[src/rtl/ddr2wc_pkg.sv]
`timescale 1ns/1ps
package ddr2wc_pkg;
  typedef enum logic [2:0] {
    CMD_NOP = 3'd0,
    CMD_WR  = 3'd1,
    CMD_WRA = 3'd2,
    CMD_RD  = 3'd3,
    CMD_RDA = 3'd4,
    CMD_PRE = 3'd5,
    CMD_ACT = 3'd6
  } cmd_e;

  typedef enum logic [2:0] {
    CZ_NONE   = 3'd0,
    CZ_INT4   = 3'd1,
    CZ_TRUNC8 = 3'd2,
    CZ_WTR    = 3'd3,
    CZ_TWR    = 3'd4,
    CZ_AP     = 3'd5
  } cause_e;

  function automatic logic is_write(input logic [2:0] c);
    return (c == CMD_WR) || (c == CMD_WRA);
  endfunction

  function automatic logic is_read(input logic [2:0] c);
    return (c == CMD_RD) || (c == CMD_RDA);
  endfunction
endpackage

[src/rtl/wcc_window.sv]
`timescale 1ns/1ps
// Global burst window and write-to-read spacing.
module wcc_window
  import ddr2wc_pkg::*;
#(
  parameter int BL   = 4,
  parameter int CL   = 4,
  parameter int TWTR = 3
) (
  input  logic       clk,
  input  logic       rst,
  input  logic [2:0] cmd,
  output logic       idle_q,
  output logic       wr_ok_q,
  output logic       wtr_ok_q
);
  localparam int HALF     = BL / 2;
  localparam int WL       = CL - 1;
  localparam int WTR_EFF  = (TWTR > 2) ? TWTR : 2;
  localparam int WIN_LOAD = HALF - 1;
  localparam int WTR_LOAD = WL + HALF + WTR_EFF - 1;
  localparam int TRUNC_AT = HALF - 2;
  localparam int WCW      = $clog2(WIN_LOAD + 2);
  localparam int TCW      = $clog2(WTR_LOAD + 2);

  logic [WCW-1:0] win_q, win_d;
  logic [TCW-1:0] wtr_q, wtr_d;
  logic           wr, trunc_d, wr_ok_d;

  assign wr = is_write(cmd);

  always_comb begin
    if (wr)             win_d = WCW'(WIN_LOAD);
    else if (win_q != 0) win_d = win_q - 1'b1;
    else                win_d = '0;
    if (wr)             wtr_d = TCW'(WTR_LOAD);
    else if (wtr_q != 0) wtr_d = wtr_q - 1'b1;
    else                wtr_d = '0;
  end

  // Only a plain BL=8 write leaves a truncation slot open.
  if (BL == 8) begin : g_trunc
    logic tr_q;
    always_ff @(posedge clk) begin
      if (rst)     tr_q <= 1'b0;
      else if (wr) tr_q <= (cmd == CMD_WR);
    end
    assign trunc_d = wr ? (cmd == CMD_WR) : tr_q;
  end else begin : g_notrunc
    assign trunc_d = 1'b0;
  end

  assign wr_ok_d = (win_d == 0) || (trunc_d && (win_d == WCW'(TRUNC_AT)));

  always_ff @(posedge clk) begin
    if (rst) begin
      win_q    <= '0;
      wtr_q    <= '0;
      idle_q   <= 1'b1;
      wr_ok_q  <= 1'b1;
      wtr_ok_q <= 1'b1;
    end else begin
      win_q    <= win_d;
      wtr_q    <= wtr_d;
      idle_q   <= (win_d == 0);
      wr_ok_q  <= wr_ok_d;
      wtr_ok_q <= (wtr_d == 0);
    end
  end

  p_window_opens_r2: assert property (@(posedge clk) disable iff (rst)
    wr |=> (!idle_q && !wr_ok_q));
  p_wtr_arms_r5: assert property (@(posedge clk) disable iff (rst)
    wr |=> !wtr_ok_q);
  p_idle_allows_write_r4: assert property (@(posedge clk) disable iff (rst)
    idle_q |-> wr_ok_q);
endmodule

[config.mk]
export PLATFORM = sky130hd
export DESIGN_NAME = wcc_window
export DESIGN_NICKNAME = d
export VERILOG_FILES = /design/src/rtl/ddr2wc_pkg.sv /design/src/rtl/wcc_window.sv
export SDC_FILE = /design/constraint.sdc
export NUM_CORES = 1
export LEC_CHECK = 0
export ABC_AREA = 1
export BUFFER_PORTS_ARGS = -buffer_cell sky130_fd_sc_hd__clkbuf_2
export CAP_MARGIN = 20
export CORE_AREA = 2 2 39 41
export DETAILED_ROUTE_END_ITERATION = 8
export DIE_AREA = 0 0 41 43
export PLACE_DENSITY = 0.42
export SLEW_MARGIN = 15
export SYNTH_ARGS = -nofsm -noshare
export SYNTH_HDL_FRONTEND = slang
export SYNTH_SLANG_ARGS = --single-unit
export TNS_END_PERCENT = 20
[constraint.sdc]
create_clock -name clk -period 2.1 [get_ports clk]
set_input_delay 0.105 -clock clk [delete_from_list [all_inputs] [get_ports clk]]
set_output_delay 0.105 -clock clk [all_outputs]
set_load 0.02 [all_outputs]
# Word-level counts from Yosys, hierarchy flattened
# Index checks and enable logic that the tools add are counted.
[op_classes]
mux = 4
reduce_logical = 5
eq_ne = 2
n_addsub = 2
[op_table]
columns = ["operator", "n"]
rows = [
  ["$mux 4", 2],
  ["$logic_not 4->1", 1],
  ["$mux 2", 2],
  ["$reduce_bool 4->1", 1],
  ["$sub 4x1->4 const B", 1],
  ["$eq 3x1->1 const B", 1],
  ["$eq 3x2->1 const B", 1],
  ["$logic_not 2->1", 1],
  ["$reduce_bool 2->1", 1],
  ["$sub 2x1->2 const B", 1],
  ["$logic_or 1x1->1", 1],
]
[word_totals]
register_bits = 8
inputBits = 5

# Longest topological paths before layout
# Gate-level depths: netlist of the first run.
[depth]
depth_word = 4
ltp_mapped = 7
ltp_nobuf = 7

# Worst setup path before layout of the first run
# Ideal clock, no wire load.
[synth_timing]
path_kind = "register to register"
from = "reg wtr_q[1]"
to = "reg wtr_ok_q"
arrival_time_ns = 0.747
required_ns = 1.987
path_stages_with_launch = 7
path_buffers = 0
slack_ns = 1.240
setup_ns = 0.113
period_less_slack_ns = 0.860
path_cell_list = "dfxtp_1 > nor2_4 > nand2_1 > nor2_2 > nor2_2 > nand3_1 > nand2_1"
[synth_between]
elab_chain_cells = 4
word_cells_on_any_way = 5
cone_classes = "1 x add/sub; 2 x mux; 2 x reduce/logical"
[synth_lines]
columns = ["item", "line", "rtl"]
rows = [
  ["start, declared", "wcc_window.sv:27", "logic [TCW-1:0] wtr_q, wtr_d;"],
  ["start signal, assigned", "wcc_window.sv:64", "wtr_q <= wtr_d;"],
  ["$sub 4x1->4 / $reduce_bool 4->1 (equally long branches)", "wcc_window.sv:37", "else if (wtr_q != 0) wtr_d = wtr_q - 1'b1;"],
  ["$mux 4 *", "wcc_window.sv:37", ""],
  ["$mux 4 *", "wcc_window.sv:36", "if (wr) wtr_d = TCW'(WTR_LOAD);"],
  ["$logic_not 4->1 *", "wcc_window.sv:67", "wtr_ok_q <= (wtr_d == 0);"],
  ["end signal, assigned", "wcc_window.sv:67", ""],
  ["end, declared", "wcc_window.sv:15", "output logic wtr_ok_q"],
]
# Every way passes the cells marked *; elsewhere a longest branch is shown, timed or not.
# A chain may end at the register's enable or synchronous reset.

# Worst setup path in the final report of the first run
# Ends and elaborated chain as after synthesis.

==> impl_metrics.yaml, run 1 <==
timing:
  maxSlewViolCount: 0
  rsz0062_at_grt: "false"
  hold_slack_ns: 0.106
  max_freq_ghz: 1.08
  tightest_slew_ns: 0.170
  slew_headroom_pct: 88.7
  report.final.setup_viol: 0
  final_hold_viol_count: 0
  finalCriticalPeriod_ns: 0.928
  setup_tns_ns: 0
  finalCritPeriodShare_pct: 44.2
  worst_clock_skew_ns: 0.00352
power_and_ir_drop:
  p_sw_uw: 83.3
  max-vdd-ir-drop_mv: 0.330
  internal_power_uw: 245
  pwr-share-seq_pct: 51.0
  combPwrFrac_pct: 14.9
  clkPwrFrac_pct: 34.1
  p_per_area_mw_per_mm2: 781
  p_leak_nw: 0.216
  switching_share_pct: 25.4
die:
  rows: 14
  dieArea_mm2: 0.00176
  dieHeight_um: 43
  dieWidth_um: 41
  core-area_mm2: 0.00138
  ios: 8
  start_util_pct: 25.3
min_path:
  holdPathEnd: "wtr_q[2]"
  min_from: "rst"
  whs_path_depth: 2
  holdCritPathClass: "in -> reg"
cts:
  clk_latency_ns: 0.25
  clock-root-buffer: "clkbuf_4"
  cts_hold_buf: 0
  clockBufferDepth: 2
  cts-buffers-inserted: 3
  cts_tree: "built"
  ctsHtreeMaxLevel: 1
  cts.clk_slew.worst_paths_ns: 0.05
  post-cts-setup-buffer-count: 0
  clock-sinks: 8
  postCtsResizedCells: 0
worst_setup_path:
  timing.rr.start: "wtr_q[1]"
  crit_type: "reg -> reg"
  slowest_stage: "dfxtp_1"
  worstSetupStartpointType: "flop"
  timing.reg2reg.setup_slack_ns: 1.17
  crit_buf_inv: 0
  reg2regPathDepth: 6
  crit_family: "simple AND/OR/NAND/NOR gates"
  rr_endpoint: "wtr_ok_q"
  slowest_delay_ns: 0.34
  required_ns: 2.24
  startpoint: "wtr_q[1]"
  endpoint_kind: "flop"
  path_cells: "nor2_4, nand2_1, nor2_2, nor2_2, nand3_1, nand2_1"
  crit_arrival_ns: 1.07
  path_max_fanout: 4
global_route:
  grt-ovfl-total: 0
  grt_pass1_vias: 248
  grt_max_degree: 7
  grt_first_pass_wirelength_um: 979
  grtUsageTotal_pct: 9.14
  antenna_found_initial: 0
placement:
  io_buffers: 7
  gp_congestion: 0.578
  place_hpwl_um: 479
routing:
  wl_per_cell_um: 7.95
  route.top_layer_used: "met4"
  ant_nets: 0
  routed_wl_um: 580
  dr_wl_met3_um: 33
  dr.pass1.iters: 4
  drc: 0
  vias: 292
  wl_met2_um: 271
  drt-met1-wl_um: 259
  viasPerCell: 4.00
  drt_iter0_markers: 7
yosys:
  ys_warn_count: 0
  syn_area_per_cell_um2: 7.30
  netlist_instances: 48
  yosysSeqAreaShare_pct: 45.7
  synth.largest_area_cell: "dfxtp_1"
  synth.top_cell.area_share_pct: 45.7
  synth_cell_types: 15
  netlist_area_um2: 350
  synthTopCellsByArea: "dfxtp_1 46%, nand2_1 14%, inv_1 11%, nor2_1 5.4%, nor2_2 3.6%"
  synth_nets: 53
  synth_seq_cells: 8
final_layout:
  layout.nets: 64
  ff_latch_area_um2: 160
  n_antenna_cell: 0
  fillers: 152
  drive_gt1_share_pct: 26.3
  syn_to_final_growth_pct: 20.0
  multi_input_area_um2: 145
run:
  maxCapViolations: 0
status:
  status: "completed"
## metrics by stage
step	total power, mW	utilization, %	worst slack [ns]	area (um^2)	std cells
3_5_place_dp	0.221	28.8	1.16	398	70
3_3_place_gp	0.220	28.8	1.17	398	70
4_1_cts	0.339	30.4	1.16	420	73
2_1_floorplan	0.206	-	1.24	350	48
6_report	0.328	30.4	1.17	420	73
5_1_grt	0.359	30.4	1.08	420	73
## registers in the layout, summed over array words and instances, names as in the netlist
name      cells
wtr_ok_q      1
wtr_q         4
win_q         2
wr_ok_q       1
## cells in the mapped netlist
master   instances
o22ai_1          1
dfxtp_1          8
nand2_1         13
buf_4            1
a21oi_2          1
a31oi_1          1
nand3_1          1
a21oi_1          1
nor2_2           2
o21ai_0          1
nand3_2          1
nor2_4           1
inv_1           10
nor3b_1          1
nor2_1           5
## layer usage
layer	vias to the layer above	track usage, %
li1	162	-
met1	120	9.97
met2	8	11.3
met3	2	7.85
met4	0	6.00
met5	-	0
## power groups by stage
stage          logic, mW  registers, mW  clock network, mW
3_3_place_gp      0.0496          0.171                  0
5_1_grt           0.0565          0.169              0.134
6_report          0.0488          0.167              0.112
2_1_floorplan     0.0319          0.174                  0
4_1_cts           0.0501          0.168              0.121
3_5_place_dp      0.0500          0.171                  0
## worst register-to-register path: cells and delay by family, from the launching register on
kind,cells,cell delay (ns)
simple gates,6,0.48
flops,1,0.34
## cell usage in the layout, fill, tap and decap left out
cell	synthesis	routed
nor2_1	5	5
nand3_1	1	1
nor3b_1	1	1
nor2_4	1	1
o22ai_1	1	1
o21ai_0	1	1
a21oi_1	1	1
clkbuf_4	0	3
a21oi_2	1	1
nand3_2	1	1
clkbuf_2	0	7
nand2_1	13	13
inv_1	10	10
nor2_2	2	2
dfxtp_1	8	8
a31oi_1	1	1
## final cells by class
type                       instances  share of cell area [%]
tap                               16                    4.76
inverter                          10                    8.93
sequential                         8                    38.1
clock buffer                       3                    5.36
timing repair buffer               7                    8.33
multi-input combinational         29                    34.5
## kinds of logic after synthesis
| family | count (synthesis) | synth area share, % |
|---|---|---|
| and+or+nand+nor | 24 | 32.5 |
| buffers and inverters | 11 | 12.9 |
| DFF | 8 | 45.7 |
| AOI/OAI and AO/OA | 5 | 8.93 |
## worst max-delay path by stage
stage / to / slack, ns / depth (start not counted)
finish: wtr_ok_q / 1.17 / 6
global route: wtr_ok_q / 1.08 / 6
CTS: wtr_ok_q / 1.16 / 6
detailed placement: wtr_ok_q / 1.16 / 6
global placement: wtr_ok_q / 1.17 / 6
floorplan: wtr_ok_q / 1.24 / 6
(Power assumes the default switching activity.)
==> inputs of run 2 (changes only) <==
Settings changed: ABC_AREA 1 to 0, PLACE_DENSITY 0.42 to 0.38.
Clock period 2.1 ns to 1 ns, I/O delays scaled along.
==> run 2 against run 1 <==
Effect of this change:
- global-route usage about the same
- setup slack worse by 1.0 ns
- clock power is 110% higher
- worst hold slack got worse by 0.040 ns
- critical path type unchanged
- largest cell class unchanged
==> impl_metrics.yaml, run 2 <==
status:
  status: "completed"
worst_setup_path:
  crit_type: "reg -> reg"
  required_ns: 1.18
  crit_arrival_ns: 1.06
  reg2regPathDepth: 3
  endpoint_kind: "flop"
  worstSetupStartpointType: "flop"
  path_max_fanout: 5
timing:
  finalCritPeriodShare_pct: 87.2
  maxSlewViolCount: 0
  hold_slack_ns: 0.0653
  worst_slack_ns: 0.128
  max_freq_ghz: 1.15
  slew_headroom_pct: 85.4
  final_hold_viol_count: 0
  setup_tns_ns: 0
  worst_clock_skew_ns: 0.00141
  report.final.setup_viol: 0
  rsz0062_at_grt: "false"
  tightest_slew_ns: 0.217
  finalCriticalPeriod_ns: 0.872
cts:
  clk_latency_ns: 0.25
  cts_hold_buf: 0
  clock-sinks: 8
  clockBufferDepth: 2
  cts_tree: "built"
  clock-root-buffer: "clkbuf_4"
  ctsHtreeMaxLevel: 1
  cts-buffers-inserted: 3
  postCtsResizedCells: 0
  post-cts-setup-buffer-count: 0
  cts.clk_slew.worst_paths_ns: 0.05
yosys:
  synth_flop_cell: "dfxtp_1"
  synth_seq_cells: 8
  netlist_area_um2: 308
  muxShareOfSynthArea_pct: 0
  synth_enable_flop_cells: 0
  synthTopCellsByArea: "dfxtp_1 52%, nor3_1 4.9%, nor2b_4 4.5%, a31oi_1 4.1%, o21ai_0 3.3%"
  synth.largest_area_cell: "dfxtp_1"
  synth_top_family_by_area: "simple AND/OR/NAND/NOR gates"
  netlist_instances: 31
  ys_warn_count: 0
  synth-compound-area-share_pct: 19.1
  synth.top_cell.area_share_pct: 52.0
  synth-xor-area-share_pct: 2.85
  synth_simple_gate_area_share_pct: 22.4
  synth-adder-area-share_pct: 0
  yosysSeqAreaShare_pct: 52.0
  syn_area_per_cell_um2: 9.93
  synthArstFlopShare_pct: 0
  synth_nets: 36
  synth_cell_types: 19
  synth_common_cells: "8 x dfxtp_1, 3 x nor3_1, 2 x a31oi_1, 2 x nand2_1, 2 x o21ai_0"
  yosysMostFrequentCell: "dfxtp_1"
min_path:
  whs_path_depth: 2
  holdCritPathClass: "in -> reg"
final_layout:
  final_cell_count_no_fill: 55
  layout_common_cells: "8 x dfxtp_1, 7 x clkbuf_2, 3 x nor3_1, 3 x clkbuf_4"
  drive_gt1_share_pct: 33.3
  fillers: 154
  n_antenna_cell: 0
  layout.nets: 46
  largest_reg_flops: 4
  reg_top3: "wtr_q x4, win_q x2"
  multi_input_area_um2: 136
  regMostFlops: "wtr_q"
  ff_latch_area_um2: 160
  syn_to_final_growth_pct: 21.5
  final_common_cell: "dfxtp_1"
routing:
  dr.pass1.iters: 2
  wl_per_cell_um: 10.4
  vias: 251
  routed_wl_um: 573
  drt_iter0_markers: 3
  ant_nets: 0
  drc: 0
  viasPerCell: 4.56
global_route:
  grt_max_degree: 9
  grt_first_pass_wirelength_um: 1000
  grt_pass1_vias: 261
  grt-ovfl-total: 0
  antenna_found_initial: 0
  grtUsageTotal_pct: 9.16
die:
  dieHeight_um: 43
  ios: 8
  core-area_mm2: 0.00138
  dieArea_mm2: 0.00176
  dieWidth_um: 41
  start_util_pct: 22.2
  rows: 14
placement:
  dp_cells: 52
  io_buffers: 7
  pre_cts_slack_ns: 0.148
  gp_congestion: 0.586
  place_hpwl_um: 411
power_and_ir_drop:
  max-vdd-ir-drop_mv: 0.695
  p_leak_nw: 0.151
  p_per_area_mw_per_mm2: 1800
run:
  maxCapViolations: 0
==> run 2: changes by cell type in the layout (fill, tap and decap cells not counted), moves of 2 or more <==
cell	delta
nor2_1	-4
nand2_1	-11
nor2_2	-2
inv_1	-10
nor3_1	+3
==> run 2: per-layer routing <==
layer	routed length [um]	part of all wire [%]	track usage, %	vias up
li1	-	-	-	126
met1	231	40	8.12	116
met2	286	50	14.1	9
met3	55	9.6	6.28	0
met4	0	0	6.00	0
met5	0	0	0	-
==> run 2: path summary, 6_finish.rpt <==
path | end | slack (ns) | from
worst min register to register | win_q[1] | 0.44 | win_q[0]
worst max-delay path | wtr_q[0] | 0.13 | wtr_q[1]
worst max register to register | wtr_q[0] | 0.13 | wtr_q[1]
worst min-delay path | wtr_q[0] | 0.07 | rst
==> run 2: layout make-up <==
| type | count | area share (%) |
|---|---|---|
| flip-flops and latches | 8 | 42.8 |
| multi-input cells | 21 | 36.5 |
| repair buffers | 7 | 9.36 |
| clock buffers | 3 | 6.02 |
| well taps | 16 | 5.35 |
==> run 2: logic make-up (layout without fill, tap and decap cells) <==
kind of cell,count (synthesis),after routing
flops,8,8
simple gates,11,11
buf+inv,2,10
compound gates,9,9
xor+xnor,1,1
==> run 2: metrics by stage <==
step	cell area [um^2]	util, %	total power [mW]
4_1_cts	374	27.0	0.688
3_3_place_gp	352	25.4	0.441
3_5_place_dp	352	25.4	0.444
5_1_grt	374	27.0	0.716
6_report	374	27.0	0.673
2_1_floorplan	308	-	0.420
==> run 2: power breakdown <==
| part | internal, mW | switching, mW | total, mW |
|---|---|---|---|
| Clock | 0.137 | 0.0999 | 0.237 |
| Sequential | 0.339 | 0.0148 | 0.354 |
| Combinational | 0.0379 | 0.0447 | 0.0826 |
| Total | 0.514 | 0.159 | 0.673 |
==> run 2: critical path, cell delays in order (launching register included) <==
cell and delay, ns:
dfxtp_1 0.38, nor3_1 0.08, or2_1 0.22, a21oi_2 0.12
==> inputs of run 3 (changes only) <==
Settings changed: PLACE_DENSITY 0.38 to 0.43.
==> run 3 against run 2 <==
Effect of this change:
- clock power barely moved
- clock-buffer cell count stayed put
- setup slack lost 0.037 ns
- highest routed layer unchanged
==> impl_metrics.yaml, run 3 (synthesis results as in run 2) <==
timing:
  tightest_slew_ns: 0.233
  finalCriticalPeriod_ns: 0.909
  worst_clock_skew_ns: 0.00314
  rsz0062_at_grt: "false"
  report.final.setup_viol: 0
  setup_tns_ns: 0
  slew_headroom_pct: 84.3
  hold_slack_ns: 0.0611
  max_freq_ghz: 1.10
  maxSlewViolCount: 0
  finalCritPeriodShare_pct: 90.9
  final_hold_viol_count: 0
final_layout:
  layout_common_cells: "8 x dfxtp_1, 7 x clkbuf_2, 3 x nor3_1, 3 x clkbuf_4"
  drive_gt1_share_pct: 33.3
  final_common_cell: "dfxtp_1"
  syn_to_final_growth_pct: 21.5
  n_antenna_cell: 0
  multi_input_area_um2: 136
  regMostFlops: "wtr_q"
  reg_top3: "wtr_q x4, win_q x2"
  layout.nets: 46
  ff_latch_area_um2: 160
  largest_reg_flops: 4
  fillers: 163
routing:
  dr.pass1.iters: 2
  routed_wl_um: 547
  ant_nets: 0
  viasPerCell: 4.40
  vias: 242
  drt_iter0_markers: 5
  wl_per_cell_um: 9.95
  drc: 0
power_and_ir_drop:
  p_sw_uw: 161
  combPwrFrac_pct: 12.5
  total_power_uw: 675
  switching_share_pct: 23.9
  max-vdd-ir-drop_mv: 0.688
  pwr-share-seq_pct: 52.4
  internal_power_uw: 514
  p_leak_nw: 0.151
  p_per_area_mw_per_mm2: 1800
  clkPwrFrac_pct: 35.1
global_route:
  grt_first_pass_wirelength_um: 917
  grtUsageTotal_pct: 8.48
  antenna_found_initial: 0
  grt_pass1_vias: 234
  grt-ovfl-total: 0
  grt_max_degree: 9
die:
  rows: 14
  ios: 8
  dieArea_mm2: 0.00176
  dieWidth_um: 41
  start_util_pct: 22.2
  dieHeight_um: 43
  core-area_mm2: 0.00138
worst_setup_path:
  endpoint_kind: "flop"
  timing.reg2reg.setup_slack_ns: 0.09
  path_max_fanout: 5
  worstSetupStartpointType: "flop"
  crit_arrival_ns: 1.05
  crit_type: "reg -> reg"
  required_ns: 1.14
cts:
  ctsHtreeMaxLevel: 1
  clockBufferDepth: 2
  clk_latency_ns: 0.25
  cts-buffers-inserted: 3
  post-cts-setup-buffer-count: 0
  postCtsResizedCells: 0
  cts_hold_buf: 0
  clock-sinks: 8
  clock-root-buffer: "clkbuf_4"
  cts_tree: "built"
  cts.clk_slew.worst_paths_ns: 0.05
placement:
  place_hpwl_um: 431
  gp_congestion: 0.683
  io_buffers: 7
run:
  maxCapViolations: 0
status:
  status: "completed"
min_path:
  holdCritPathClass: "in -> reg"
[run 3: cell counts in the layout (fill, tap and decap cells not counted)]
No cell type changed its count.
[run 3: critical path: stages, from the launching register on]
cell and delay (ns):
dfxtp_1 0.33, nor3_1 0.25, or2_1 0.16, a21oi_2 0.05
[run 3: routing by layer]
layer	vias to the layer above	GRT usage (%)	wire length [um]
met5	-	0	0
met4	0	2.00	0
met3	0	9.42	57
met2	9	12.5	263
met1	110	7.54	226
li1	123	-	-
[run 3: worst paths after layout]
check	start	endpoint	cells after the start
worst max register to register	wtr_q[1]	wtr_q[0]	3
worst min register to register	win_q[0]	win_q[1]	2
worst max-delay path	wtr_q[1]	wtr_q[0]	3
worst min-delay path	rst	wtr_q[0]	2
[run 3: stage by stage]
stage / worst slack [ns] / cells / utilization (%) / area (um^2)
6_report: 0.0913 / 55 / 27.0 / 374
3_5_place_dp: 0.0847 / 52 / 25.4 / 352
3_3_place_gp: 0.135 / 52 / 25.4 / 352
2_1_floorplan: 0.174 / 31 / - / 308
4_1_cts: 0.0769 / 55 / 27.0 / 374
5_1_grt: 0.0436 / 55 / 27.0 / 374
[run 3: layout make-up]
class	count	share of cell area, %
Multi-Input combinational cell	21	36.5
Clock buffer	3	6.02
Timing Repair Buffer	7	9.36
Sequential cell	8	42.8
Tap cell	16	5.35
[run 3: power by group through the flow]
stage	Sequential [mW]	Combinational, mW	Clock, mW
after floorplan	0.365	0.0542	0
after global placement	0.358	0.0814	0
after detailed placement	0.360	0.0848	0
after CTS	0.354	0.0853	0.252
after global routing	0.357	0.0925	0.275
final	0.354	0.0840	0.237
